[config.mk]
export PLATFORM = sky130hd
export DESIGN_NAME = ee_addr_decoder
export DESIGN_NICKNAME = d
export VERILOG_FILES = /design/src/rtl/ead_pkg.sv /design/src/rtl/ead_classify.sv /design/src/rtl/ead_fsm.sv /design/src/rtl/ead_resp_reg.sv /design/src/rtl/ee_addr_decoder.sv
export SDC_FILE = /design/constraint.sdc
export NUM_CORES = 1
export LEC_CHECK = 0
export BUFFER_PORTS_ARGS = -buffer_cell sky130_fd_sc_hd__buf_2
export CAP_MARGIN = 20
export CORE_AREA = 8 8 45 47
export CTS_BUF_LIST = sky130_fd_sc_hd__clkbuf_4 sky130_fd_sc_hd__clkbuf_8
export DETAILED_ROUTE_END_ITERATION = 6
export DIE_AREA = 0 0 53 55
export SLEW_MARGIN = 20
export SYNTH_ARGS = -nofsm -noshare
export SYNTH_HDL_FRONTEND = slang
export SYNTH_SLANG_ARGS = --single-unit
[constraint.sdc]
create_clock -name clk -period 2.1 [get_ports clk]
set_input_delay 0.63 -clock clk [delete_from_list [all_inputs] [get_ports clk]]
set_output_delay 0.63 -clock clk [all_outputs]
set_load 0.01 [all_outputs]
[src/rtl/ead_pkg.sv]
package ead_pkg;

    typedef enum logic [1:0] {
        TGT_NONE = 2'b00,
        TGT_MEM  = 2'b01,
        TGT_PROT = 2'b10
    } tgt_e;

    typedef enum logic [1:0] {
        ST_IDLE = 2'b00,
        ST_ADDR = 2'b01,
        ST_OPEN = 2'b10,
        ST_SKIP = 2'b11
    } state_e;

    typedef struct packed {
        logic hit;
        tgt_e tgt;
        logic rd;
    } verdict_t;

    localparam int DEF_CODE_W  = 4;
    localparam int DEF_STRAP_W = 3;
    localparam logic [3:0] DEF_MEM_CODE  = 4'b1010;
    localparam logic [3:0] DEF_PROT_CODE = 4'b0110;

    function automatic verdict_t refuse();
        verdict_t v;
        v.hit = 1'b0;
        v.tgt = TGT_NONE;
        v.rd  = 1'b0;
        return v;
    endfunction

endpackage

[src/rtl/ead_classify.sv]
module ead_classify #(
    parameter int CODE_W  = ead_pkg::DEF_CODE_W,
    parameter int STRAP_W = ead_pkg::DEF_STRAP_W,
    parameter logic [CODE_W-1:0] MEM_CODE  = ead_pkg::DEF_MEM_CODE,
    parameter logic [CODE_W-1:0] PROT_CODE = ead_pkg::DEF_PROT_CODE,
    localparam int BYTE_W = CODE_W + STRAP_W + 1
) (
    input  logic [BYTE_W-1:0]  byte_data,
    input  logic [STRAP_W-1:0] strap,
    input  logic               wr_busy,
    input  logic               prot_set,
    output ead_pkg::verdict_t  verdict
);
    import ead_pkg::*;

    logic [CODE_W-1:0]  code_f;
    logic [STRAP_W-1:0] strap_f;
    logic               rw_f;
    logic               strap_ok;
    logic               is_mem;
    logic               is_prot;

    assign code_f   = byte_data[BYTE_W-1 -: CODE_W];
    assign strap_f  = byte_data[STRAP_W:1];
    assign rw_f     = byte_data[0];
    assign strap_ok = (strap_f == strap);
    assign is_mem   = (code_f == MEM_CODE);
    assign is_prot  = (code_f == PROT_CODE);

    always_comb begin
        verdict = refuse();
        if (!wr_busy && strap_ok) begin
            if (is_mem) begin
                verdict.hit = 1'b1;
                verdict.tgt = TGT_MEM;
                verdict.rd  = rw_f;
            end else if (is_prot && !rw_f && !prot_set) begin
                verdict.hit = 1'b1;
                verdict.tgt = TGT_PROT;
                verdict.rd  = 1'b0;
            end
        end
    end
endmodule

[src/rtl/ead_fsm.sv]
module ead_fsm (
    input  logic clk,
    input  logic rst,
    input  logic start_det,
    input  logic stop_det,
    input  logic byte_vld,
    input  logic hit,
    output logic decide,
    output logic sess_clr
);
    import ead_pkg::*;

    state_e state_q;
    state_e state_d;

    assign sess_clr = start_det | stop_det;
    assign decide   = (state_q == ST_ADDR) && byte_vld && !sess_clr;

    always_comb begin
        state_d = state_q;
        if (start_det) begin
            state_d = ST_ADDR;
        end else if (stop_det) begin
            state_d = ST_IDLE;
        end else if (decide) begin
            state_d = hit ? ST_OPEN : ST_SKIP;
        end
    end

    always_ff @(posedge clk) begin
        if (rst) state_q <= ST_IDLE;
        else     state_q <= state_d;
    end
endmodule

[src/rtl/ead_resp_reg.sv]
module ead_resp_reg (
    input  logic              clk,
    input  logic              rst,
    input  logic              decide,
    input  logic              sess_clr,
    input  ead_pkg::verdict_t verdict,
    output logic              ack_vld,
    output logic              ack_n,
    output ead_pkg::tgt_e     tgt,
    output logic              op_rd
);
    import ead_pkg::*;

    always_ff @(posedge clk) begin
        if (rst) begin
            ack_vld <= 1'b0;
            ack_n   <= 1'b1;
            tgt     <= TGT_NONE;
            op_rd   <= 1'b0;
        end else if (sess_clr) begin
            ack_vld <= 1'b0;
            ack_n   <= 1'b1;
            tgt     <= TGT_NONE;
            op_rd   <= 1'b0;
        end else if (decide) begin
            ack_vld <= 1'b1;
            ack_n   <= !verdict.hit;
            tgt     <= verdict.tgt;
            op_rd   <= verdict.rd;
        end else begin
            ack_vld <= 1'b0;
            ack_n   <= 1'b1;
        end
    end
endmodule

[src/rtl/ee_addr_decoder.sv]
module ee_addr_decoder #(
    parameter int CODE_W  = ead_pkg::DEF_CODE_W,
    parameter int STRAP_W = ead_pkg::DEF_STRAP_W,
    parameter logic [CODE_W-1:0] MEM_CODE  = ead_pkg::DEF_MEM_CODE,
    parameter logic [CODE_W-1:0] PROT_CODE = ead_pkg::DEF_PROT_CODE,
    localparam int BYTE_W = CODE_W + STRAP_W + 1
) (
    input  logic               clk,
    input  logic               rst,
    input  logic               start_det,
    input  logic               stop_det,
    input  logic               byte_vld,
    input  logic [BYTE_W-1:0]  byte_data,
    input  logic [STRAP_W-1:0] strap,
    input  logic               wr_busy,
    input  logic               prot_set,
    output logic               ack_vld,
    output logic               ack_n,
    output logic [1:0]         tgt_sel,
    output logic               op_rd
);
    import ead_pkg::*;

    verdict_t verdict;
    logic     decide;
    logic     sess_clr;
    tgt_e     tgt;

    ead_classify #(
        .CODE_W   (CODE_W),
        .STRAP_W  (STRAP_W),
        .MEM_CODE (MEM_CODE),
        .PROT_CODE(PROT_CODE)
    ) u_classify (
        .byte_data(byte_data),
        .strap    (strap),
        .wr_busy  (wr_busy),
        .prot_set (prot_set),
        .verdict  (verdict)
    );

    ead_fsm u_fsm (
        .clk      (clk),
        .rst      (rst),
        .start_det(start_det),
        .stop_det (stop_det),
        .byte_vld (byte_vld),
        .hit      (verdict.hit),
        .decide   (decide),
        .sess_clr (sess_clr)
    );

    ead_resp_reg u_resp (
        .clk     (clk),
        .rst     (rst),
        .decide  (decide),
        .sess_clr(sess_clr),
        .verdict (verdict),
        .ack_vld (ack_vld),
        .ack_n   (ack_n),
        .tgt     (tgt),
        .op_rd   (op_rd)
    );

    assign tgt_sel = tgt;
endmodule

==> metrics.yaml <==
remaining_drc_errors: 0
met1_usage: 0.0794
synthDistinctLibCells: 21
cts_buffers: 3
synthCells: 38
grt_max_degree: 10
synth_top_area_cell: "dfxtp_1"
nNetsFinal: 84
outcome: "finished clean"
leakage_nw: 0.223
ys_seq_elements: 7
clockRootBuffer: "clkbuf_4"
syn-num-nets: 56
met2_usage: 0.117
synth-compound-area-share: 0.154
drive_above_1_share: 0.446
rows: 14
p_per_area_nw_per_um2: 597
setup_viol: 0
period_share: 0.807
grtUsageMet3: 0.0160
synthAdderAreaFrac: 0
num_vias: 389
wl_per_cell_um: 12.0
dr.pass1.iters: 3
antenna_found_initial: 0
syn2layout_area_growth_pct: 48.0
portBuffers: 22
cp-start-kind: "primary input"
synthXorXnorAreaFrac: 0.0753
grt-ovfl-total: 0
synth_top_family_by_area: "simple AND/OR/NAND/NOR gates"
grt_pass1_wl_um: 1590
rrSetupSlack_ps: 770
postCtsSetupBuffers: 0
grt_usage: 0.0712
hold_viol: 0
wirelength_um: 975
grt_pass1_vias: 408
die_w_um: 53
ys_top_cells_by_area: "dfxtp_1 (40%), or4_1 (8.6%), xor2_1 (7.5%)"
synth_top_area_frac: 0.401
clock-sinks: 7
dieArea_um2: 2920
die_y_um: 55
endpoint_kind: "flop"
fin_hold_ws_ps: 466
hpwl_um: 849
min_period_ps: 1700
arrival_ps: 1870
slew_viol_final: 0
p_sw_frac: 0.217
coreArea_um2: 1380
gp_congestion: 0.701
crit_chain: "buf_2, or4b_4, or4_1, o22ai_1"
rsz0062_at_grt: "false"
clkTransAtPathRegs_ps: 50
p_comb_frac: 0.132
sequentialPowerShare: 0.440
ios: 23
viasPerCell: 4.80
netlist_area_um2: 349
post_cts_resized: 0
max_freq_mhz: 590
slew_headroom: 0.752
clockPowerShare: 0.427
synth-simple-area-share: 0.369
clockBufferDepth: 2
cts_tree: "yes"
avgSynthCellArea_um2: 9.19
postCtsHoldBufs: 0
grt-busiest-layer: "met2"
tns_ps: 0
clk_latency_ps: 240
antennaDiodeCount: 0
intPower_mw: 0.241
crit_slowest_cell: "or4b_4"
worstSetupPathType: "primary input to flop"
synthMuxAreaShare: 0
cp_max_fo: 3
cp_top_family: "simple AND/OR/NAND/NOR gates"
synth_warnings: 0
finClkSkew_ps: 2.17
final.fill_count: 148
hp-class: "flop to flop"
ant_nets: 0
drt_iter0_markers: 4
yosysSeqAreaShare: 0.401
maxCapViolCount: 0
tightestPinTransition_ps: 370
vdd_drop_max_mv: 0.131
initial_utilization: 0.252
critPathMaxStageDelay_ps: 510
cp_num_buf_inv: 1
p_switching_mw: 0.0668
cts_max_level: 1
cp.required_ps: 2270
-- cells by family after synthesis --
logic type       Yosys count
XOR/XNOR                   3
AO/OA/AOI/OAI              8
AND/OR/NAND/NOR           20
flip-flops                 7
-- metal layers --
metal | wire length (µm) | part of all wire
met1 | 433 | 0.44
met2 | 447 | 0.46
met4 | 10 | 0.010
met5 | 0 | 0
met3 | 84 | 0.086
-- layout make-up --
| cell class | instances | area [µm²] | area share |
|---|---|---|---|
| clock buffer | 4 | 30.0 | 0.0581 |
| multi-input combinational | 31 | 209 | 0.404 |
| timing repair buffer | 23 | 118 | 0.228 |
| tap | 16 | 20.0 | 0.0387 |
| sequential | 7 | 140 | 0.271 |
-- power by group through the flow --
| stage | logic, mW | registers (mW) | clock network, mW |
|---|---|---|---|
| floorplan | 0.0160 | 0.138 | 0 |
| global placement | 0.0402 | 0.138 | 0 |
| detailed placement | 0.0409 | 0.139 | 0 |
| CTS | 0.0411 | 0.136 | 0.135 |
| global route | 0.0453 | 0.136 | 0.147 |
| finish | 0.0407 | 0.136 | 0.132 |
-- synth_stat cells (all sizes together) --
library cell  instances
a211oi                1
nand3                 1
or3b                  1
or2b                  1
o22ai                 2
nor3                  2
o211ai                1
or4                   4
dfxtp                 7
nand3b                1
o21bai                1
or4b                  1
nand2                 2
xor2                  3
nor2                  4
nand4bb               1
nor2b                 1
a41oi                 1
or3                   1
o21ai                 1
a21oi                 1
-- worst min-delay path, delay by kind of cell, from the launching register on --
family / cells / cell delay (ps)
DFF: 1 / 300
AOI/OAI and AO/OA: 1 / 60
and+or+nand+nor: 1 / 50
-- path summary, 6_finish.rpt --
check              startpoint            end  depth (start not counted)
max              byte_data[7]  u_resp.tgt[1]                          4
min             u_resp.tgt[0]  u_resp.tgt[0]                          2
max reg2reg  u_fsm.state_q[1]  u_resp.tgt[0]                          3
min reg2reg     u_resp.tgt[0]  u_resp.tgt[0]                          2
-- flip-flops by register name (all words and copies together) (netlist names) --
name,cells
u_fsm.state_q,2
u_resp.ack_n,1
u_resp.ack_vld,1
u_resp.op_rd,1
u_resp.tgt,2
-- stage by stage --
stage / setup slack (ps) / util / std cells / instance area [µm²] / power (mW)
after floorplan: 287 / - / 38 / 349 / 0.154
after global placement: 169 / 0.352 / 77 / 487 / 0.179
after detailed placement: 158 / 0.352 / 77 / 487 / 0.180
after CTS: 408 / 0.373 / 81 / 517 / 0.312
after global routing: 372 / 0.373 / 81 / 517 / 0.328
final: 405 / 0.373 / 81 / 517 / 0.308
-- layout by cell type, fill, tap and decap left out, types with 2 or more instances in the layout --
cell / n
dfxtp_1: 7
nor3_1: 2
o22ai_1: 2
nor2_1: 4
clkbuf_4: 4
buf_2: 22
or4_1: 4
xor2_1: 3
nand2_1: 2
Note: power is estimated with default switching activity, not from simulation.
